File: src/rtl/timer_wstat_pkg.sv
package timer_wstat_pkg;

   localparam int NUM_TRK = 6;
   localparam int STAT_W  = 32;

   localparam int TRK_CNT_LO = 0;
   localparam int TRK_CNT_HI = 1;
   localparam int TRK_CMP_LO = 2;
   localparam int TRK_CMP_HI = 3;
   localparam int TRK_INCR   = 4;
   localparam int TRK_CTRL   = 5;

   localparam int GRP_CNT = 0;
   localparam int GRP_CC  = 1;

   function automatic int trk_group(int idx);
      return (idx == TRK_CNT_LO || idx == TRK_CNT_HI) ? GRP_CNT : GRP_CC;
   endfunction

   function automatic int trk_bitpos(int idx);
      case (idx)
         TRK_CNT_LO: return 0;
         TRK_CNT_HI: return 1;
         TRK_CMP_LO: return 0;
         TRK_CMP_HI: return 1;
         TRK_INCR:   return 2;
         default:    return 16;
      endcase
   endfunction

   function automatic logic [STAT_W-1:0] group_mask(int grp);
      logic [STAT_W-1:0] m;
      m = '0;
      for (int k = 0; k < NUM_TRK; k++) begin
         if (trk_group(k) == grp) m[trk_bitpos(k)] = 1'b1;
      end
      return m;
   endfunction

endpackage

File: src/rtl/wstat_addr_dec.sv
module wstat_addr_dec
   import timer_wstat_pkg::*;
#(
   parameter int ADDR_W = 12,
   parameter logic [NUM_TRK-1:0][ADDR_W-1:0] TRK_OFF = '0,
   parameter logic [ADDR_W-1:0] ST_CNT_OFF = '0,
   parameter logic [ADDR_W-1:0] ST_CC_OFF  = '0
) (
   input  logic               clk,
   input  logic               rst_n,
   input  logic               wr_en_i,
   input  logic [ADDR_W-1:0]  wr_addr_i,
   output logic [NUM_TRK-1:0] trk_hit_o,
   output logic               cnt_clr_o,
   output logic               cc_clr_o
);

   if (ST_CNT_OFF == ST_CC_OFF) begin : g_bad_st
      $error("status word offsets must differ");
   end

   for (genvar i = 0; i < NUM_TRK; i++) begin : g_hit
      for (genvar j = i + 1; j < NUM_TRK; j++) begin : g_uniq
         if (TRK_OFF[i] == TRK_OFF[j]) begin : g_bad
            $error("tracked register offsets collide");
         end
      end
      if (TRK_OFF[i] == ST_CNT_OFF || TRK_OFF[i] == ST_CC_OFF) begin : g_bad_st_trk
         $error("tracked offset overlaps a status word");
      end
      assign trk_hit_o[i] = wr_en_i && (wr_addr_i == TRK_OFF[i]);
   end

   assign cnt_clr_o = wr_en_i && (wr_addr_i == ST_CNT_OFF);
   assign cc_clr_o  = wr_en_i && (wr_addr_i == ST_CC_OFF);

   // at most one tracked register is selected by a write
   assert_onehot_dec_R6: assert property (@(posedge clk) disable iff (!rst_n)
      $onehot0(trk_hit_o));

   // status word writes never load a tracked register
   assert_clr_no_load_R6: assert property (@(posedge clk) disable iff (!rst_n)
      (cnt_clr_o || cc_clr_o) |-> (trk_hit_o == '0));

endmodule

File: src/rtl/wstat_apply_slot.sv
module wstat_apply_slot #(
   parameter int DATA_W    = 32,
   parameter int APPLY_LAT = 4
) (
   input  logic              clk,
   input  logic              rst_n,
   input  logic              load_i,
   input  logic [DATA_W-1:0] data_i,
   output logic              fire_o,
   output logic [DATA_W-1:0] value_o
);

   localparam int CW = (APPLY_LAT < 2) ? 1 : $clog2(APPLY_LAT);

   if (APPLY_LAT < 1) begin : g_bad_lat
      $error("APPLY_LAT must be at least 1");
   end

   logic              pend_q;
   logic              due;
   logic [DATA_W-1:0] shadow_q;
   logic [DATA_W-1:0] value_q;

   if (APPLY_LAT == 1) begin : g_direct
      assign due = 1'b1;
   end else begin : g_count
      logic [CW-1:0] cnt_q;
      always_ff @(posedge clk) begin
         if (!rst_n) begin
            cnt_q <= '0;
         end else if (load_i) begin
            cnt_q <= CW'(APPLY_LAT - 1);
         end else if (pend_q && cnt_q != '0) begin
            cnt_q <= cnt_q - 1'b1;
         end
      end
      assign due = (cnt_q == '0);
   end

   // A load in the same cycle restarts the countdown instead of applying
   assign fire_o = pend_q && due && !load_i;

   always_ff @(posedge clk) begin
      if (!rst_n) begin
         pend_q   <= 1'b0;
         shadow_q <= '0;
         value_q  <= '0;
      end else begin
         if (load_i) begin
            pend_q   <= 1'b1;
            shadow_q <= data_i;
         end else if (fire_o) begin
            pend_q  <= 1'b0;
            value_q <= shadow_q;
         end
      end
   end

   assign value_o = value_q;

   // the output only moves on an apply edge
   assert_hold_stable_R7: assert property (@(posedge clk) disable iff (!rst_n)
      !fire_o |=> $stable(value_o));

   // an apply consumes the pending write unless a new one arrives
   assert_fire_clears_R7: assert property (@(posedge clk) disable iff (!rst_n)
      fire_o |=> !pend_q);

endmodule

File: src/rtl/wstat_sticky_word.sv
module wstat_sticky_word #(
   parameter int              WIDTH      = 32,
   parameter logic [WIDTH-1:0] TRACK_MASK = '0
) (
   input  logic             clk,
   input  logic             rst_n,
   input  logic [WIDTH-1:0] set_i,
   input  logic             clr_en_i,
   input  logic [WIDTH-1:0] clr_data_i,
   output logic [WIDTH-1:0] word_o
);

   for (genvar b = 0; b < WIDTH; b++) begin : g_bit
      if (TRACK_MASK[b]) begin : g_track
         logic st_q;
         always_ff @(posedge clk) begin
            if (!rst_n) begin
               st_q <= 1'b0;
            end else begin
               // set has priority over a simultaneous clear
               st_q <= set_i[b] | (st_q & ~(clr_en_i & clr_data_i[b]));
            end
         end
         assign word_o[b] = st_q;

         // a set on this edge is visible afterwards regardless of clears
         assert_set_wins_R8: assert property (@(posedge clk) disable iff (!rst_n)
            set_i[b] |=> word_o[b]);

         // a set bit persists until a one is written to it
         assert_sticky_hold_R5: assert property (@(posedge clk) disable iff (!rst_n)
            (word_o[b] && !(clr_en_i && clr_data_i[b])) |=> word_o[b]);

         // a zero bit only rises through a set
         assert_rise_needs_set_R4: assert property (@(posedge clk) disable iff (!rst_n)
            (!word_o[b] && !set_i[b]) |=> !word_o[b]);
      end else begin : g_none
         logic unused_in;
         assign unused_in  = set_i[b] ^ clr_data_i[b];
         assign word_o[b]  = 1'b0;
      end
   end

endmodule

File: src/rtl/timer_wstat_top.sv
module timer_wstat_top
   import timer_wstat_pkg::*;
#(
   parameter int DATA_W    = 32,
   parameter int ADDR_W    = 12,
   parameter int APPLY_LAT = 4,
   parameter logic [ADDR_W-1:0] OFF_CNT_LO = ADDR_W'(12'h100),
   parameter logic [ADDR_W-1:0] OFF_CNT_HI = ADDR_W'(12'h104),
   parameter logic [ADDR_W-1:0] OFF_ST_CNT = ADDR_W'(12'h110),
   parameter logic [ADDR_W-1:0] OFF_CMP_LO = ADDR_W'(12'h200),
   parameter logic [ADDR_W-1:0] OFF_CMP_HI = ADDR_W'(12'h204),
   parameter logic [ADDR_W-1:0] OFF_INCR   = ADDR_W'(12'h208),
   parameter logic [ADDR_W-1:0] OFF_CTRL   = ADDR_W'(12'h240),
   parameter logic [ADDR_W-1:0] OFF_ST_CC  = ADDR_W'(12'h24C)
) (
   input  logic              clk,
   input  logic              rst_n,
   input  logic              wr_en,
   input  logic [ADDR_W-1:0] wr_addr,
   input  logic [DATA_W-1:0] wr_data,
   output logic [DATA_W-1:0] cnt_lo_o,
   output logic [DATA_W-1:0] cnt_hi_o,
   output logic [DATA_W-1:0] cmp_lo_o,
   output logic [DATA_W-1:0] cmp_hi_o,
   output logic [DATA_W-1:0] incr_o,
   output logic [DATA_W-1:0] ctrl_o,
   output logic [31:0]       cnt_wstat_o,
   output logic [31:0]       cc_wstat_o
);

   localparam logic [NUM_TRK-1:0][ADDR_W-1:0] TRK_OFF =
      {OFF_CTRL, OFF_INCR, OFF_CMP_HI, OFF_CMP_LO, OFF_CNT_HI, OFF_CNT_LO};
   localparam logic [STAT_W-1:0] CNT_MASK = group_mask(GRP_CNT);
   localparam logic [STAT_W-1:0] CC_MASK  = group_mask(GRP_CC);

   if (DATA_W < STAT_W) begin : g_bad_w
      $error("DATA_W must cover a status word");
   end
   if (ADDR_W < 10) begin : g_bad_a
      $error("ADDR_W too small for the register map");
   end

   logic [NUM_TRK-1:0]             trk_hit;
   logic [NUM_TRK-1:0]             fire;
   logic [NUM_TRK-1:0][DATA_W-1:0] value;
   logic                           cnt_clr;
   logic                           cc_clr;
   logic [STAT_W-1:0]              cnt_set;
   logic [STAT_W-1:0]              cc_set;

   wstat_addr_dec #(
      .ADDR_W     (ADDR_W),
      .TRK_OFF    (TRK_OFF),
      .ST_CNT_OFF (OFF_ST_CNT),
      .ST_CC_OFF  (OFF_ST_CC)
   ) u_dec (
      .clk       (clk),
      .rst_n     (rst_n),
      .wr_en_i   (wr_en),
      .wr_addr_i (wr_addr),
      .trk_hit_o (trk_hit),
      .cnt_clr_o (cnt_clr),
      .cc_clr_o  (cc_clr)
   );

   for (genvar i = 0; i < NUM_TRK; i++) begin : g_slot
      wstat_apply_slot #(
         .DATA_W    (DATA_W),
         .APPLY_LAT (APPLY_LAT)
      ) u_slot (
         .clk     (clk),
         .rst_n   (rst_n),
         .load_i  (trk_hit[i]),
         .data_i  (wr_data),
         .fire_o  (fire[i]),
         .value_o (value[i])
      );
   end

   always_comb begin
      cnt_set = '0;
      cc_set  = '0;
      for (int i = 0; i < NUM_TRK; i++) begin
         if (trk_group(i) == GRP_CNT) cnt_set[trk_bitpos(i)] = fire[i];
         else                         cc_set[trk_bitpos(i)]  = fire[i];
      end
   end

   wstat_sticky_word #(
      .WIDTH      (STAT_W),
      .TRACK_MASK (CNT_MASK)
   ) u_cnt_word (
      .clk        (clk),
      .rst_n      (rst_n),
      .set_i      (cnt_set),
      .clr_en_i   (cnt_clr),
      .clr_data_i (wr_data[STAT_W-1:0]),
      .word_o     (cnt_wstat_o)
   );

   wstat_sticky_word #(
      .WIDTH      (STAT_W),
      .TRACK_MASK (CC_MASK)
   ) u_cc_word (
      .clk        (clk),
      .rst_n      (rst_n),
      .set_i      (cc_set),
      .clr_en_i   (cc_clr),
      .clr_data_i (wr_data[STAT_W-1:0]),
      .word_o     (cc_wstat_o)
   );

   assign cnt_lo_o = value[TRK_CNT_LO];
   assign cnt_hi_o = value[TRK_CNT_HI];
   assign cmp_lo_o = value[TRK_CMP_LO];
   assign cmp_hi_o = value[TRK_CMP_HI];
   assign incr_o   = value[TRK_INCR];
   assign ctrl_o   = value[TRK_CTRL];

   // every apply edge raises the matching flag in the right status word
   for (genvar i = 0; i < NUM_TRK; i++) begin : g_chk
      localparam int GRP = trk_group(i);
      localparam int BP  = trk_bitpos(i);
      if (GRP == GRP_CNT) begin : g_cnt
         assert_apply_flag_R2: assert property (@(posedge clk) disable iff (!rst_n)
            fire[i] |=> cnt_wstat_o[BP]);
      end else begin : g_cc
         assert_apply_flag_R2: assert property (@(posedge clk) disable iff (!rst_n)
            fire[i] |=> cc_wstat_o[BP]);
      end
   end

   // bits outside the layout never read as one
   assert_layout_R3: assert property (@(posedge clk) disable iff (!rst_n)
      ((cnt_wstat_o & ~CNT_MASK) == '0) && ((cc_wstat_o & ~CC_MASK) == '0));

endmodule

File: config.mk
export PLATFORM = sky130hd
export DESIGN_NAME = timer_wstat_top
export DESIGN_NICKNAME = d
export VERILOG_FILES = /design/src/rtl/timer_wstat_pkg.sv /design/src/rtl/wstat_addr_dec.sv /design/src/rtl/wstat_apply_slot.sv /design/src/rtl/wstat_sticky_word.sv /design/src/rtl/timer_wstat_top.sv
export SDC_FILE = /design/constraint.sdc
export NUM_CORES = 1
export LEC_CHECK = 0
export BUFFER_PORTS_ARGS = -buffer_cell sky130_fd_sc_hd__buf_2
export CORE_UTILIZATION = 45
export CTS_CLUSTER_DIAMETER = 100
export DETAILED_ROUTE_END_ITERATION = 12
export PLACE_DENSITY = 0.67
export SYNTH_ARGS = -nofsm -noshare
export SYNTH_HDL_FRONTEND = slang
export SYNTH_HIERARCHICAL = 1
export SYNTH_SLANG_ARGS = --single-unit
File: constraint.sdc
create_clock -name clk -period 2.8 [get_ports clk]
set_input_delay 0.56 -clock clk [delete_from_list [all_inputs] [get_ports clk]]
set_output_delay 0.56 -clock clk [all_outputs]
set_load 0.03 [all_outputs]
Word-level counts from Yosys, hierarchy flattened
Cells that the tools add are included.
{"block": "op_classes", "bitwise_logic": 30, "n_reduce_logical": 62, "n_eq_ne": 8, "n_addsub": 6, "mux": 24}
{"op": "$eq A12 B10 Y1 const B", "n": 5}
{"op": "$eq A12 B9 Y1 const B", "n": 3}
{"op": "$reduce_bool A2 Y1", "n": 18}
{"op": "$logic_and A1 B1 Y1", "n": 26}
{"op": "$mux W2", "n": 12}
{"op": "$and A1 B1 Y1", "n": 12}
{"op": "$logic_not A2 Y1", "n": 6}
{"op": "$mux W1", "n": 12}
{"op": "$not A1 Y1", "n": 12}
{"op": "$reduce_and A2 Y1", "n": 6}
{"op": "$sub A2 B1 Y2 const B", "n": 6}
{"op": "$logic_not A1 Y1", "n": 6}
{"op": "$or A1 B1 Y1", "n": 6}
{"block": "totals", "ff_bits": 408, "inputBits": 47, "out_inout_bits": 256, "wordCells": 160}

Logic depth before layout (Yosys ltp)
{"block": "depth", "ltp_word": 6, "depth_mapped": 8, "ltp_nobuf": 5}

Modules after synthesis
The synthesis kept the hierarchy.
{"mod": "wstat_apply_slot", "seq_area_each_um2": 1341.3, "instances": 6, "cells_each": 257, "area_each_um2": 2648.8}
{"mod": "wstat_sticky_word at u_cc_word", "seq_area_each_um2": 80.1, "instances": 1, "cells_each": 49, "area_each_um2": 384.1}
{"mod": "wstat_sticky_word at u_cnt_word", "seq_area_each_um2": 40.0, "instances": 1, "cells_each": 41, "area_each_um2": 314.1}
{"mod": "wstat_addr_dec", "seq_area_each_um2": 0.0, "instances": 1, "cells_each": 20, "area_each_um2": 151.4}
{"mod": "timer_wstat_top", "seq_area_each_um2": 0.0, "instances": 1, "cells_each": 1, "area_each_um2": 3.8}

Least setup slack after synthesis
No wires, ideal clock.
{"block": "synth_path", "path_kind": "input to register", "start": "in wr_addr[1]", "end": "reg u_cc_word.g_bit[1].g_track.st_q", "setup_time_ns": 0.143, "path_buffers": 3, "path_slack_ns": 0.508, "cell_stages": 8, "t_arrival_ns": 2.150, "t_required_ns": 2.657, "cell_sequence": "or4b_1 > buf_2 > nor4_1 > and3b_1 > buf_6 > buf_6 > o21ai_1 > a31oi_1"}
{"block": "synth_between", "word_cells_on_any_way": 10, "cone_classes": "2 x eq/ne; 4 x bitwise; 4 x reduce/logical"}
{"item": "start: declaration", "line": "timer_wstat_top.sv:19", "rtl": "input logic [ADDR_W-1:0] wr_addr,"}
{"item": "$eq A12 B10 Y1", "line": "wstat_addr_dec.sv:31", "rtl": "assign trk_hit_o[i] = wr_en_i && (wr_addr_i == TRK_OFF[i]);"}
{"item": "$logic_and A1 B1 Y1", "line": "wstat_addr_dec.sv:31"}
{"item": "via trk_hit[3]", "line": "timer_wstat_top.sv:43", "rtl": "logic [NUM_TRK-1:0] trk_hit;"}
{"item": "$logic_not A1 Y1", "line": "wstat_apply_slot.sv:41", "rtl": "assign fire_o = pend_q && due && !load_i;"}
{"item": "$logic_and A1 B1 Y1", "line": "wstat_apply_slot.sv:41"}
{"item": "via cc_set[1]", "line": "timer_wstat_top.sv:49", "rtl": "logic [STAT_W-1:0] cc_set;"}
{"item": "$or A1 B1 Y1", "line": "wstat_sticky_word.sv:21", "rtl": "st_q <= set_i[b] | (st_q & ~(clr_en_i & clr_data_i[b]));"}
{"item": "end signal: assignment", "line": "wstat_sticky_word.sv:21"}
{"item": "end: declaration", "line": "wstat_sticky_word.sv:15", "rtl": "logic st_q;"}
The timed path passes the listed nets, and every way through them passes these cells.
A chain may end at the register's enable or synchronous reset.

Worst setup path in the final report
{"block": "layout_path", "start": "in wr_addr[1]", "end": "reg g_slot[3].u_slot.value_q[25]"}
{"block": "layout_between", "elab_chain_len": 5, "word_cells_on_any_way": 6, "cone_classes": "1 x eq/ne; 1 x bitwise; 4 x reduce/logical"}
{"item": "$eq A12 B10 Y1", "line": "wstat_addr_dec.sv:31"}
{"item": "$logic_and A1 B1 Y1", "line": "wstat_addr_dec.sv:31"}
{"item": "via trk_hit[3]", "line": "timer_wstat_top.sv:43"}
{"item": "$logic_not A1 Y1", "line": "wstat_apply_slot.sv:41"}
{"item": "$logic_and A1 B1 Y1", "line": "wstat_apply_slot.sv:41"}
{"item": "via cc_set[1]", "line": "timer_wstat_top.sv:49"}
{"item": "$reduce_and A2 Y1 (no line)"}
{"item": "end signal: assignment", "line": "wstat_apply_slot.sv:54", "rtl": "value_q <= shadow_q;"}
{"item": "end: declaration", "line": "wstat_apply_slot.sv:22", "rtl": "logic [DATA_W-1:0] value_q;"}
The timed path passes the listed nets, and every way through them passes these cells.

==> results <==
- In this run the power density over the cells is 614 nW/um^2.
- The post-synthesis cell count is 1652.
- The count of cells along the worst register-to-register path is 5.
- The register cell area after layout is 8170 sq um.
- Entering global routing, the biggest net connects 105 pins.
- The source of the worst register-to-register timing path is g_slot[3].u_slot/g_count.cnt_q[0].
- The largest driver fanout on the critical path is 14.
- The final-report setup violation count is 0.
- STA classifies the critical path startpoint as an input pin.
- The worst hold path belongs to the class in2reg.
- The worst-case setup slack after placement is 0.0893 ns.
- The CTS tree is done.
- In the final design database the tool counted 1908 nets.
- The iteration count of the initial detailed-routing pass is 4.
- The post-CTS clock slew at the launch and capture registers of the worst setup and hold paths is 0.06 ns.
- For this design, the sink count on the clock tree is 408.
- The timing-limited maximum frequency is 458 MHz.
- From left edge to right edge, the die measures 195 um.
- The count of nets left with antenna violations once routing finished came out at 0.
- The count of input and output buffers is 244.
- The clock period minus final worst setup slack is 2.18 ns.
- The iteration-0 DRC count of the detailed router is 459.
- The maximum single-stage delay on the critical path is 0.69 ns.
- The launch instance of the worst min-delay path is wr_data[2].
- Buffers added to address setup during post-CTS repair amount to 0.
- In the finished design, the share of the clock period the worst path needs comes to 0.779.
- The tool flagged a number of max-cap violations equal to 0.
- The end of the worst register-to-register path is g_slot[3].u_slot/value_o[28].
- Summing all non-filler instances in the final layout gives an area of 19500 sq um.
- Setup slack on the critical path of the routed design comes to 0.618 ns.
- The total global-route track usage is 0.195.
- The worst setup path is captured at a flop.
- The Yosys warning count is 6.
- Between clock sinks in the finished design, the worst skew comes to 0.0248 ns.
- The destination of the worst hold path is u_cc_word/g_bit[2].g_track.st_q.
- Summed over all cells, the static leakage comes to 0.00700 uW.
- The peak supply drop is 383 uV.
- The CTS buffer count is 44.
- Dividing the synthesized area by the synthesized cell count gives 10.1 sq um.
- The flow ran to the end, and the final reports show no timing, DRC or antenna violations.
- The first global-routing pass estimated 59200 um of wire.
- The placer's final routability congestion estimate is 0.731.
- CTS placed an instance of sky130_fd_sc_hd__clkbuf_16 at the clock tree root.
- The final-layout worst hold slack is 0.396 ns.
- Summing all multi-input logic gate instances after layout gives 7460 sq um.
- The clock passes through at most 3 buffers.
- Relative to the synthesized area, the layout overhead comes to 16.2%.
- The number of top-level design ports is 303.
- The cell depth of the worst hold path is 2.
- Setup repair after global routing left no endpoint under its margin.
- The latest clock arrival within the worst-skew pair is 0.55 ns.
- The die is 195 um tall.
- The via count is 11200.
- The number of slew-limit violations in the final report is 0.
- The detailed-route DRC error count is 0.
- The number of diodes is 0.
- The setup check on the worst reg-to-reg path leaves a slack of 1.26 ns.
- The placement-stage cell area is 18000 sq um.
- The number of fill cells is 3323.
- Traced cell by cell, the critical path runs through buf_2, or4b_1, nor4_2, and3b_2, buf_12, mux2i_1.
- The hold buffer count at cts is 0.
- In this run, post-CTS repair resized a total of 0 instances.
- The die outline area is 38000 sq um.
- Adding up every negative setup slack in the final design gives 0 ns.
- The final number of hold-violating endpoints came to 0.
- The CTS H-tree depth is 2.
- The critical path in this run is classified as in2reg.
- The cell row count is 70.
- Dividing the detail-routed via count by the number of cells gives 4.78.
- The floorplan core area is 36600 sq um.
- The required arrival time at the worst endpoint is 3.22 ns.
- Detailed placement finished with a half-perimeter wire length of 25600 um.
- The area of the mapped netlist is 16700 sq um.
- The post-detailed-route wirelength per cell is 16.1 um.
- The initial utilization of the core area, before any placement, comes to 0.457.
- The share of post-route cells with drive strength above 1 is 0.197.
- After global routing the overflow that remains totals 0.
- The arrival time at the worst endpoint is 2.60 ns.
- Wires add up to 37900 um.
- The via count of the first global-routing pass was 10900.
- On the critical path, the stage with the largest delay is an instance of sky130_fd_sc_hd__or4b_1.
- The initial antenna violation count came to 0.
==> per-stage QoR <==
stage | utilization | power, uW | cells
after floorplan | - | 6250 | 1708
after global placement | 0.492 | 6340 | 2277
after detailed placement | 0.492 | 6340 | 2277
after CTS | 0.531 | 12100 | 2354
after global routing | 0.531 | 12400 | 2354
final | 0.531 | 11900 | 2354
==> placed cells by master, fill, tap and decap left out, types with 3 or more instances in the layout <==
cell,instances
sky130_fd_sc_hd__and3b_2,6
sky130_fd_sc_hd__or4_1,3
sky130_fd_sc_hd__nor4_2,7
sky130_fd_sc_hd__dfxtp_1,408
sky130_fd_sc_hd__conb_1,58
sky130_fd_sc_hd__buf_2,243
sky130_fd_sc_hd__buf_4,19
sky130_fd_sc_hd__or2_2,6
sky130_fd_sc_hd__o21a_1,6
sky130_fd_sc_hd__mux2i_1,384
sky130_fd_sc_hd__a31oi_1,6
sky130_fd_sc_hd__clkbuf_16,45
sky130_fd_sc_hd__o311a_1,6
sky130_fd_sc_hd__o21ai_1,6
sky130_fd_sc_hd__nand4bb_1,12
sky130_fd_sc_hd__o211a_1,6
sky130_fd_sc_hd__nor2b_1,198
sky130_fd_sc_hd__clkbuf_8,12
sky130_fd_sc_hd__buf_12,17
sky130_fd_sc_hd__inv_1,20
sky130_fd_sc_hd__nand2_1,384
sky130_fd_sc_hd__ha_1,6
sky130_fd_sc_hd__clkinv_2,4
sky130_fd_sc_hd__clkbuf_1,9
==> per-layer routing <==
metal	vias up	wire (um)	global-route usage
met3	50	1660	0.0377
met4	0	595	0.0484
met1	5271	16600	0.234
met2	227	19100	0.353
li1	5694	-	-
met5	-	0	0
==> where the power goes <==
| part | total (uW) | internal, uW | switching (uW) |
|---|---|---|---|
| clock network | 5740 | 3450 | 2290 |
| registers | 5810 | 5810 | 0.175 |
| logic | 400 | 90.6 | 310 |
==> how the worst max path moves through the flow <==
stage	endpoint	slack [ns]	start	cells past startpoint
global route	g_slot[3].u_slot/value_o[24]	0.54	wr_addr[1]	6
finish	g_slot[3].u_slot/value_o[25]	0.62	wr_addr[1]	6
detailed placement	g_slot[3].u_slot/value_o[28]	0.09	wr_addr[1]	6
floorplan	u_cc_word/g_bit[1].g_track.st_q	0.51	wr_addr[1]	8
global placement	g_slot[3].u_slot/value_o[20]	0.13	wr_addr[1]	6
CTS	g_slot[3].u_slot/value_o[28]	0.65	wr_addr[1]	6
==> worst max-delay path: cells and delay by family <==
kind / cells / cell delay, ns
AND/OR/NAND/NOR: 3 / 1.58
buffers and inverters: 2 / 0.32
multiplexers: 1 / 0.12
==> registers in the layout (all words and copies together) (netlist names) <==
signal	cells
g_slot.u_slot/g_count.cnt_q	12
u_cnt_word/g_bit.g_track.st_q	2
g_slot.u_slot/value_o	192
g_slot.u_slot/shadow_q	192
g_slot.u_slot/pend_q	6
u_cc_word/g_bit.g_track.st_q	4
==> layout make-up <==
class                           count  share of cell area
Clock buffer                       66              0.0681
Clock inverter                     11             0.00624
Inverter                           20             0.00386
Multi-Input combinational cell   1101               0.384
Sequential cell                   408               0.420
Tap cell                          468              0.0301
Timing Repair Buffer              280              0.0881
(Power assumes the default switching activity.)
